## src/rtl/park_pkg.sv

```systemverilog
package park_pkg;

  // Classification of the sensor events sampled on one clock edge.
  typedef enum logic [1:0] {
    EV_NONE = 2'b00,
    EV_IN   = 2'b01,
    EV_OUT  = 2'b10,
    EV_SWAP = 2'b11
  } park_ev_e;

  localparam int SENSOR_N = 2;
  localparam int SNS_IN   = 0;
  localparam int SNS_OUT  = 1;

endpackage

```

## src/rtl/park_rise_det.sv

```systemverilog
module park_rise_det (
  input  logic clk,
  input  logic rst,
  input  logic level_i,
  output logic rise_o
);
  logic prev_q;

  // prev follows the input even during reset, so a level held high
  // across reset release is not seen as a new arrival.
  always_ff @(posedge clk) begin
    prev_q <= level_i;
  end

  assign rise_o = level_i & ~prev_q & ~rst;

  AST_RISE_SINGLE: assert property (@(posedge clk) disable iff (rst)
    rise_o |=> !rise_o) else $error("rise pulse longer than one cycle");

endmodule

```

## src/rtl/park_count.sv

```systemverilog
module park_count
  import park_pkg::*;
#(
  parameter int CAPACITY = 12,
  localparam int CNT_W = $clog2(CAPACITY + 1)
) (
  input  logic             clk,
  input  logic             rst,
  input  logic             ev_in,
  input  logic             ev_out,
  output logic [CNT_W-1:0] count_o,
  output logic             full_o
);
  localparam logic [CNT_W-1:0] CAP_V = CNT_W'(CAPACITY);

  logic [CNT_W-1:0] cnt_q, cnt_d;
  logic             full_q;
  park_ev_e         kind;

  assign kind = park_ev_e'({ev_out, ev_in});

  always_comb begin
    cnt_d = cnt_q;
    unique case (kind)
      EV_IN:   if (!full_q)          cnt_d = cnt_q + 1'b1;
      EV_OUT:  if (cnt_q != '0)      cnt_d = cnt_q - 1'b1;
      default: cnt_d = cnt_q;
    endcase
  end

  always_ff @(posedge clk) begin
    if (rst) begin
      cnt_q  <= '0;
      full_q <= 1'b0;
    end else begin
      cnt_q  <= cnt_d;
      full_q <= (cnt_d == CAP_V);
    end
  end

  assign count_o = cnt_q;
  assign full_o  = full_q;

  AST_ENTRY_STEP: assert property (@(posedge clk) disable iff (rst)
    (ev_in && !ev_out && !full_q) |=> (cnt_q == CNT_W'($past(cnt_q) + 1'b1)))
    else $error("entry step wrong");
  AST_EXIT_STEP: assert property (@(posedge clk) disable iff (rst)
    (ev_out && !ev_in && cnt_q != '0) |=> (cnt_q == CNT_W'($past(cnt_q) - 1'b1)))
    else $error("exit step wrong");
  AST_FULL_HOLD: assert property (@(posedge clk) disable iff (rst)
    (ev_in && !ev_out && full_q) |=> $stable(cnt_q)) else $error("full overrun");
  AST_EMPTY_HOLD: assert property (@(posedge clk) disable iff (rst)
    (ev_out && !ev_in && cnt_q == '0) |=> (cnt_q == '0)) else $error("empty underrun");
  AST_SWAP_HOLD: assert property (@(posedge clk) disable iff (rst)
    (ev_in && ev_out) |=> $stable(cnt_q)) else $error("swap moved count");

endmodule

```

## src/rtl/park_gate.sv

```systemverilog
module park_gate (
  input  logic clk,
  input  logic rst,
  input  logic ev_in,
  input  logic ev_out,
  input  logic full_i,
  output logic raise_o
);
  logic raise_q;

  always_ff @(posedge clk) begin
    if (rst) raise_q <= 1'b0;
    else     raise_q <= ev_out | (ev_in & ~full_i);
  end

  assign raise_o = raise_q;

  AST_FULL_NO_RAISE: assert property (@(posedge clk) disable iff (rst)
    (ev_in && !ev_out && full_i) |=> !raise_q) else $error("gate opened while full");
  AST_EXIT_RAISE: assert property (@(posedge clk) disable iff (rst)
    ev_out |=> raise_q) else $error("exit without gate");

endmodule

```

## src/rtl/park_occupancy_ctrl.sv

```systemverilog
module park_occupancy_ctrl
  import park_pkg::*;
#(
  parameter int CAPACITY = 12,
  localparam int CNT_W = $clog2(CAPACITY + 1)
) (
  input  logic             clk,
  input  logic             rst,
  input  logic             entry_sense,
  input  logic             exit_sense,
  output logic [CNT_W-1:0] occupancy,
  output logic             lot_full,
  output logic             gate_raise
);
  logic [SENSOR_N-1:0] sense_lv;
  logic [SENSOR_N-1:0] sense_ev;

  assign sense_lv[SNS_IN]  = entry_sense;
  assign sense_lv[SNS_OUT] = exit_sense;

  for (genvar g = 0; g < SENSOR_N; g++) begin : g_rise
    park_rise_det u_rise (
      .clk     (clk),
      .rst     (rst),
      .level_i (sense_lv[g]),
      .rise_o  (sense_ev[g])
    );
  end

  park_count #(.CAPACITY(CAPACITY)) u_count (
    .clk     (clk),
    .rst     (rst),
    .ev_in   (sense_ev[SNS_IN]),
    .ev_out  (sense_ev[SNS_OUT]),
    .count_o (occupancy),
    .full_o  (lot_full)
  );

  park_gate u_gate (
    .clk     (clk),
    .rst     (rst),
    .ev_in   (sense_ev[SNS_IN]),
    .ev_out  (sense_ev[SNS_OUT]),
    .full_i  (lot_full),
    .raise_o (gate_raise)
  );

  AST_NO_OVERFLOW: assert property (@(posedge clk) disable iff (rst)
    occupancy <= CNT_W'(CAPACITY)) else $error("count above capacity");
  AST_FULL_MATCH: assert property (@(posedge clk) disable iff (rst)
    lot_full == (occupancy == CNT_W'(CAPACITY))) else $error("full flag mismatch");
  AST_RESET_CLEAR: assert property (@(posedge clk)
    rst |=> (occupancy == '0 && !lot_full && !gate_raise)) else $error("reset incomplete");

endmodule

```

## config.mk

```make
export PLATFORM = sky130hd
export DESIGN_NAME = park_occupancy_ctrl
export DESIGN_NICKNAME = d
export VERILOG_FILES = /design/src/rtl/park_pkg.sv /design/src/rtl/park_rise_det.sv /design/src/rtl/park_count.sv /design/src/rtl/park_gate.sv /design/src/rtl/park_occupancy_ctrl.sv
export SDC_FILE = /design/constraint.sdc
export NUM_CORES = 1
export LEC_CHECK = 0
export ABC_AREA = 1
export BUFFER_PORTS_ARGS = -buffer_cell sky130_fd_sc_hd__buf_2
export CAP_MARGIN = 30
export CORE_MARGIN = 1.5
export CORE_UTILIZATION = 25
export DETAILED_ROUTE_END_ITERATION = 16
export PLACE_DENSITY = 0.44
export REMOVE_ABC_BUFFERS = 1
export SLEW_MARGIN = 10
export SYNTH_ARGS = -nofsm -noshare
export SYNTH_HDL_FRONTEND = slang
export SYNTH_SLANG_ARGS = --single-unit
```

## constraint.sdc

```tcl
create_clock -name clk -period 3.5 [get_ports clk]
set_clock_uncertainty 0.1 [all_clocks]
set_input_delay 0.525 -clock clk [delete_from_list [all_inputs] [get_ports clk]]
set_output_delay 0.525 -clock clk [all_outputs]
set_load 0.1 [all_outputs]
```

== Word-level counts from Yosys, hierarchy flattened ==
Cells that the tools add are included.
Storage, ports and cells
  register bits: 8
  bits of input ports: 4
  output and inout bits: 6
Cells by class
  add/subtract/negate cells: 2
  equal/unequal tests: 3
  mux-type cells: 3
  bitwise gates (word level): 10
  reductions and logical operators: 1
Operators with widths (count)
  4-bit two-way mux: 2
  4-bit case mux with 2 select lines: 1
  1-bit bitwise AND: 5
  4-bit by 1-bit adder with 4-bit output (second input constant): 1
  4-bit equality test (second input constant): 1
  1-bit NOT: 4
  4-bit nonzero test: 1
  4-bit by 1-bit subtractor with 4-bit output (second input constant): 1
  2-bit by 1-bit equality test with 1-bit output (second input constant): 1
  2-bit equality test (second input constant): 1
  1-bit bitwise OR: 1

== Depth between registers and ports, before layout ==
  depth in word-level cells: 6
  mapped depth: 12
  depth with buffers taken out: 12

== By module ==
From an unflattened synthesis, not the netlist that was laid out.
Second synthesis, totals
  cell total of the unflattened synthesis: 87
  area total of the unflattened synthesis: 544.3 um2
By module, submodules not included
  park_count: instances 1, cells each 74, area an instance 436.7 um2
  park_rise_det: instances 2, cells each 4, area an instance 33.8 um2
  park_gate: instances 1, cells each 5, area an instance 40.0 um2

== Worst setup path after synthesis ==
Ideal clock, no wire load.
  path type: register -> register
  start: reg u_count.cnt_q[0], in the netlist u_count.count_o[0]
  end: reg u_count.full_q, in the netlist u_count.full_o
  library setup time: 0.110 ns
  data arrival time: 1.934 ns
  data required time: 3.290 ns
  setup slack: 1.355 ns
  cell stages (with the launch flop): 9
  cell sequence: dfxtp_1 > inv_2 > ha_1 > nand3_1 > nand2_1 > a21oi_1 > nor2_4 > nand3_2 > nor2_2
On the way
  longest elaborated chain between the ends: 4
  elaborated cells on any way between the ends: 7
Ends and longest elaborated chain
  start: declaration: line park_count.sv:16  | logic [CNT_W-1:0] cnt_q, cnt_d;
  start signal: assignment: line park_count.sv:36  | cnt_q <= cnt_d;
  4-bit by 1-bit subtractor with 4-bit output (tied with other cells): line park_count.sv:26  | EV_OUT: if (cnt_q != '0) cnt_d = cnt_q - 1'b1;
  4-bit two-way mux (on tied branches): line park_count.sv:26, park_count.sv:25
  4-bit case mux with 2 select lines (*): line park_count.sv:24  | unique case (kind)
  4-bit equality test (*): line park_count.sv:37  | full_q <= (cnt_d == CAP_V);
  end signal: assignment: line park_count.sv:37
  end: declaration: line park_count.sv:17  | logic full_q;
Mark *: on every way between the ends. The rest lies on a longest branch, timed or not.
A chain may end at the register's enable or synchronous reset.

== Final worst setup path ==
  start: in rst
  end: reg u_count.full_q, in the netlist u_count.full_o
On the way
  longest elaborated chain between the ends: 5
  elaborated cells on any way between the ends: 7
Ends and longest elaborated chain
  start: declaration: line park_occupancy_ctrl.sv:8  | input logic rst,
  1-bit NOT: line park_rise_det.sv:15  | assign rise_o = level_i & ~prev_q & ~rst;
  1-bit bitwise AND: line park_rise_det.sv:15
  2-bit equality test or 2-bit by 1-bit equality test with 1-bit output (tied branches): line park_count.sv:24
  4-bit case mux with 2 select lines: line park_count.sv:24
  4-bit equality test: line park_count.sv:37
Parallel ways exist; a longest one is shown, timed or not.

==> impl_metrics.csv <==
group,metric,value,unit
detailed_routing,drtPass1Iterations,4,
detailed_routing,detail_routed_net_length_per_standard_cell,9.26,µm
detailed_routing,drt_drc_violations_left,0,
critical_path,crit_fanout,6,
cts,cts.reportedPaths.clkPinSlew,0.05,ns
yosys,synthesis.yosys.warnings,0,
placed_design,placedInstanceArea,602,µm²
detailed_routing,drt_first_iter_violations,7,
layout,final_net_count,103,
global_routing,global_route_total_overflow,0,
cts,cts_made_buffers,3,
yosys,ys_seq_elements,8,
yosys,most_numerous_cell_types_in_the_synthesized_netlist,"nand2_1, nand3_1, inv_1",
timing,worst_slew_pin_slew,0.486,ns
yosys,synthMostInstantiatedCell,"nand2_1",
detailed_routing,drtAntennaViolNets,0,
timing,drv_slew,0,
critical_path,critPathLaunchType,"input port",
cts,cts_tree,"yes",
yosys,synth.top_cell.area_share,30.6,%
layout,layout.core_utilization,31.8,%
critical_path,worstSetupEndpointType,"register",
yosys,synth.area.top_cells,"dfxtp_1, nand2_1, ha_1",
global_routing,grt_pass1_vias,458,
global_routing,grt.total_usage,10.3,%
floorplanning,rows,16,
floorplanning,design.die.area,0.00238,mm²
timing,min_period,1.89,ns
power_and_ir_drop,powerDensity,397,mW/mm²
cts,cts_root_buffer,"clkbuf_4",
floorplanning,placeableCoreArea,0.00196,mm²
layout,area_growth_syn_to_layout,19.4,%
cts,hold_buffers,0,
global_routing,grt_max_degree,7,
cts,cts.htree.levels,1,
yosys,synth_cell_type_count,16,
detailed_routing,count_of_vias_placed_by_the_detailed_router,517,
critical_path,setup.worst_path.class,"in -> reg",
yosys,synth_enable_flop_cells,0,
placed_design,io_buffers,9,
timing,period_share,54.1,%
yosys,synth_area_per_cell,6.46,µm²
timing,setup_viol,0,
yosys,async_flop_share,0,%
timing,max_clock_freq,528,MHz
layout,fill_cells,240,
cts,clk_latency,0.25,ns
global_routing,antenna_found_initial,0,
power_and_ir_drop,highest_ir_drop_seen_on_vdd,183,µV
yosys,syn_area,523,µm²
timing,rel_slew_slack,67.8,%
cts,post_cts_resized,0,
run_status,outcome,"complete, no violations",
cts,cts.sinks,8,
layout,finalInstanceArea,624,µm²
layout,share_of_post_route_cells_with_drive_strength_above_1,26.9,%
layout,num_antenna_cells,0,
critical_path,worst_ep_arrival_time,1.94,ns
layout,seqCellArea,160,µm²
timing,final-hold-violation-count,0,
timing,grt_setup_unrepaired,"no",
layout,multi_input_area,310,µm²
placed_design,detailed_place_hpwl,925,µm
cts,max_buffers_root_to_sink,2,
floorplanning,die_width,48.7,µm
floorplanning,die_height,48.7,µm
cts,cts.repair_timing.setup_buffer_count,0,
yosys,synthesis.instances,81,
floorplanning,initial_core_util,26.7,%
power_and_ir_drop,leakage,0.000314,µW
floorplanning,io_pins,10,
timing,total_negative_setup_slacks,0,ns
critical_path,required,3.55,ns
yosys,most_used_dff_post_synth,"dfxtp_1",
yosys,ys_seq_area_share,30.6,%
detailed_routing,detail_route.wirelength,1110,µm
global_routing,wire_length_of_the_first_global_routing_pass,1890,µm
min_path,timing.hold.worst.class,"in -> reg",
detailed_routing,avg_vias_per_cell,4.31,
job,drv_cap,0,
placed_design,place_congestion,0.759,
yosys,cell_taking_the_most_area_after_synthesis,"dfxtp_1",
==> metal layers <==
| layer | wire length (µm) | track usage [%] | up-vias |
|---|---|---|---|
| li1 | - | - | 279 |
| met1 | 547 | 13.7 | 226 |
| met2 | 506 | 15.8 | 10 |
| met3 | 40 | 0.926 | 2 |
| met4 | 16 | 7.14 | 0 |
| met5 | 0 | 0 | - |
==> cell usage in the layout (no fill, tap or decap) <==
cell,n
a21oi_1,2
o21ai_1,2
inv_1,9
inv_2,4
nand3_2,1
dfxtp_1,8
nor3_1,2
buf_2,9
nor2_4,1
clkbuf_4,3
nand4_1,1
nor2_1,5
clkinv_1,1
nor2_2,2
nand2_1,24
nand2_2,5
nand3_1,10
ha_1,4
==> area by class of cell <==
class,instances,area share (%)
inverters,14,8.42
clock buffers,3,3.61
multi-input cells,59,49.7
flip-flops and latches,8,25.7
repair buffers,9,7.21
well taps,27,5.41
==> critical path, stage by stage <==
cell and delay [ns]:
buf_2 0.13, nor3_1 0.25, inv_1 0.09, ha_1 0.33, inv_2 0.11, nand2_1 0.05
a21oi_1 0.16, nand2_2 0.07, nand2_2 0.08, nor2_4 0.04, nand3_2 0.07, nor2_2 0.03
==> flip-flops by register name, summed over array words and instances (netlist names) <==
signal	count
g_rise.u_rise.prev_q	2
u_gate.raise_o	1
u_count.count_o	4
u_count.full_o	1
==> power breakdown <==
group / internal [µW] / switching, µW
clock: 39.1 / 29.2
combinational: 19.8 / 58.3
sequential: 96.2 / 5.19
total: 155 / 92.7
==> stage by stage <==
step / total power, µW / std cells / hold slack [ns] / worst slack, ns
2_1_floorplan: 167 / 81 / 0.391 / 1.36
3_3_place_gp: 181 / 117 / 0.422 / 1.35
3_5_place_dp: 181 / 117 / 0.416 / 1.33
4_1_cts: 252 / 120 / 0.279 / 1.60
5_1_grt: 263 / 120 / 0.278 / 1.48
6_report: 248 / 120 / 0.289 / 1.61
==> path summary, 6_finish.rpt <==
| kind | startpoint | to | slack, ns | depth (start not counted) |
|---|---|---|---|---|
| hold reg to reg | g_rise[1].u_rise.prev_q | u_gate.raise_o | 0.42 | 3 |
| hold / removal | exit_sense | g_rise[1].u_rise.prev_q | 0.29 | 1 |
| setup reg to reg | g_rise[1].u_rise.prev_q | u_count.full_o | 1.75 | 11 |
| setup / recovery | rst | u_count.full_o | 1.61 | 12 |
==> cells by family after synthesis <==
logic type / count (synthesis) / synth area share (%)
fa+ha+maj: 4 / 9.57
compound gates: 4 / 3.83
flops: 8 / 30.6
simple gates: 51 / 45.9
buf+inv: 14 / 10.0
No activity file was read; power rests on OpenSTA's default activity.
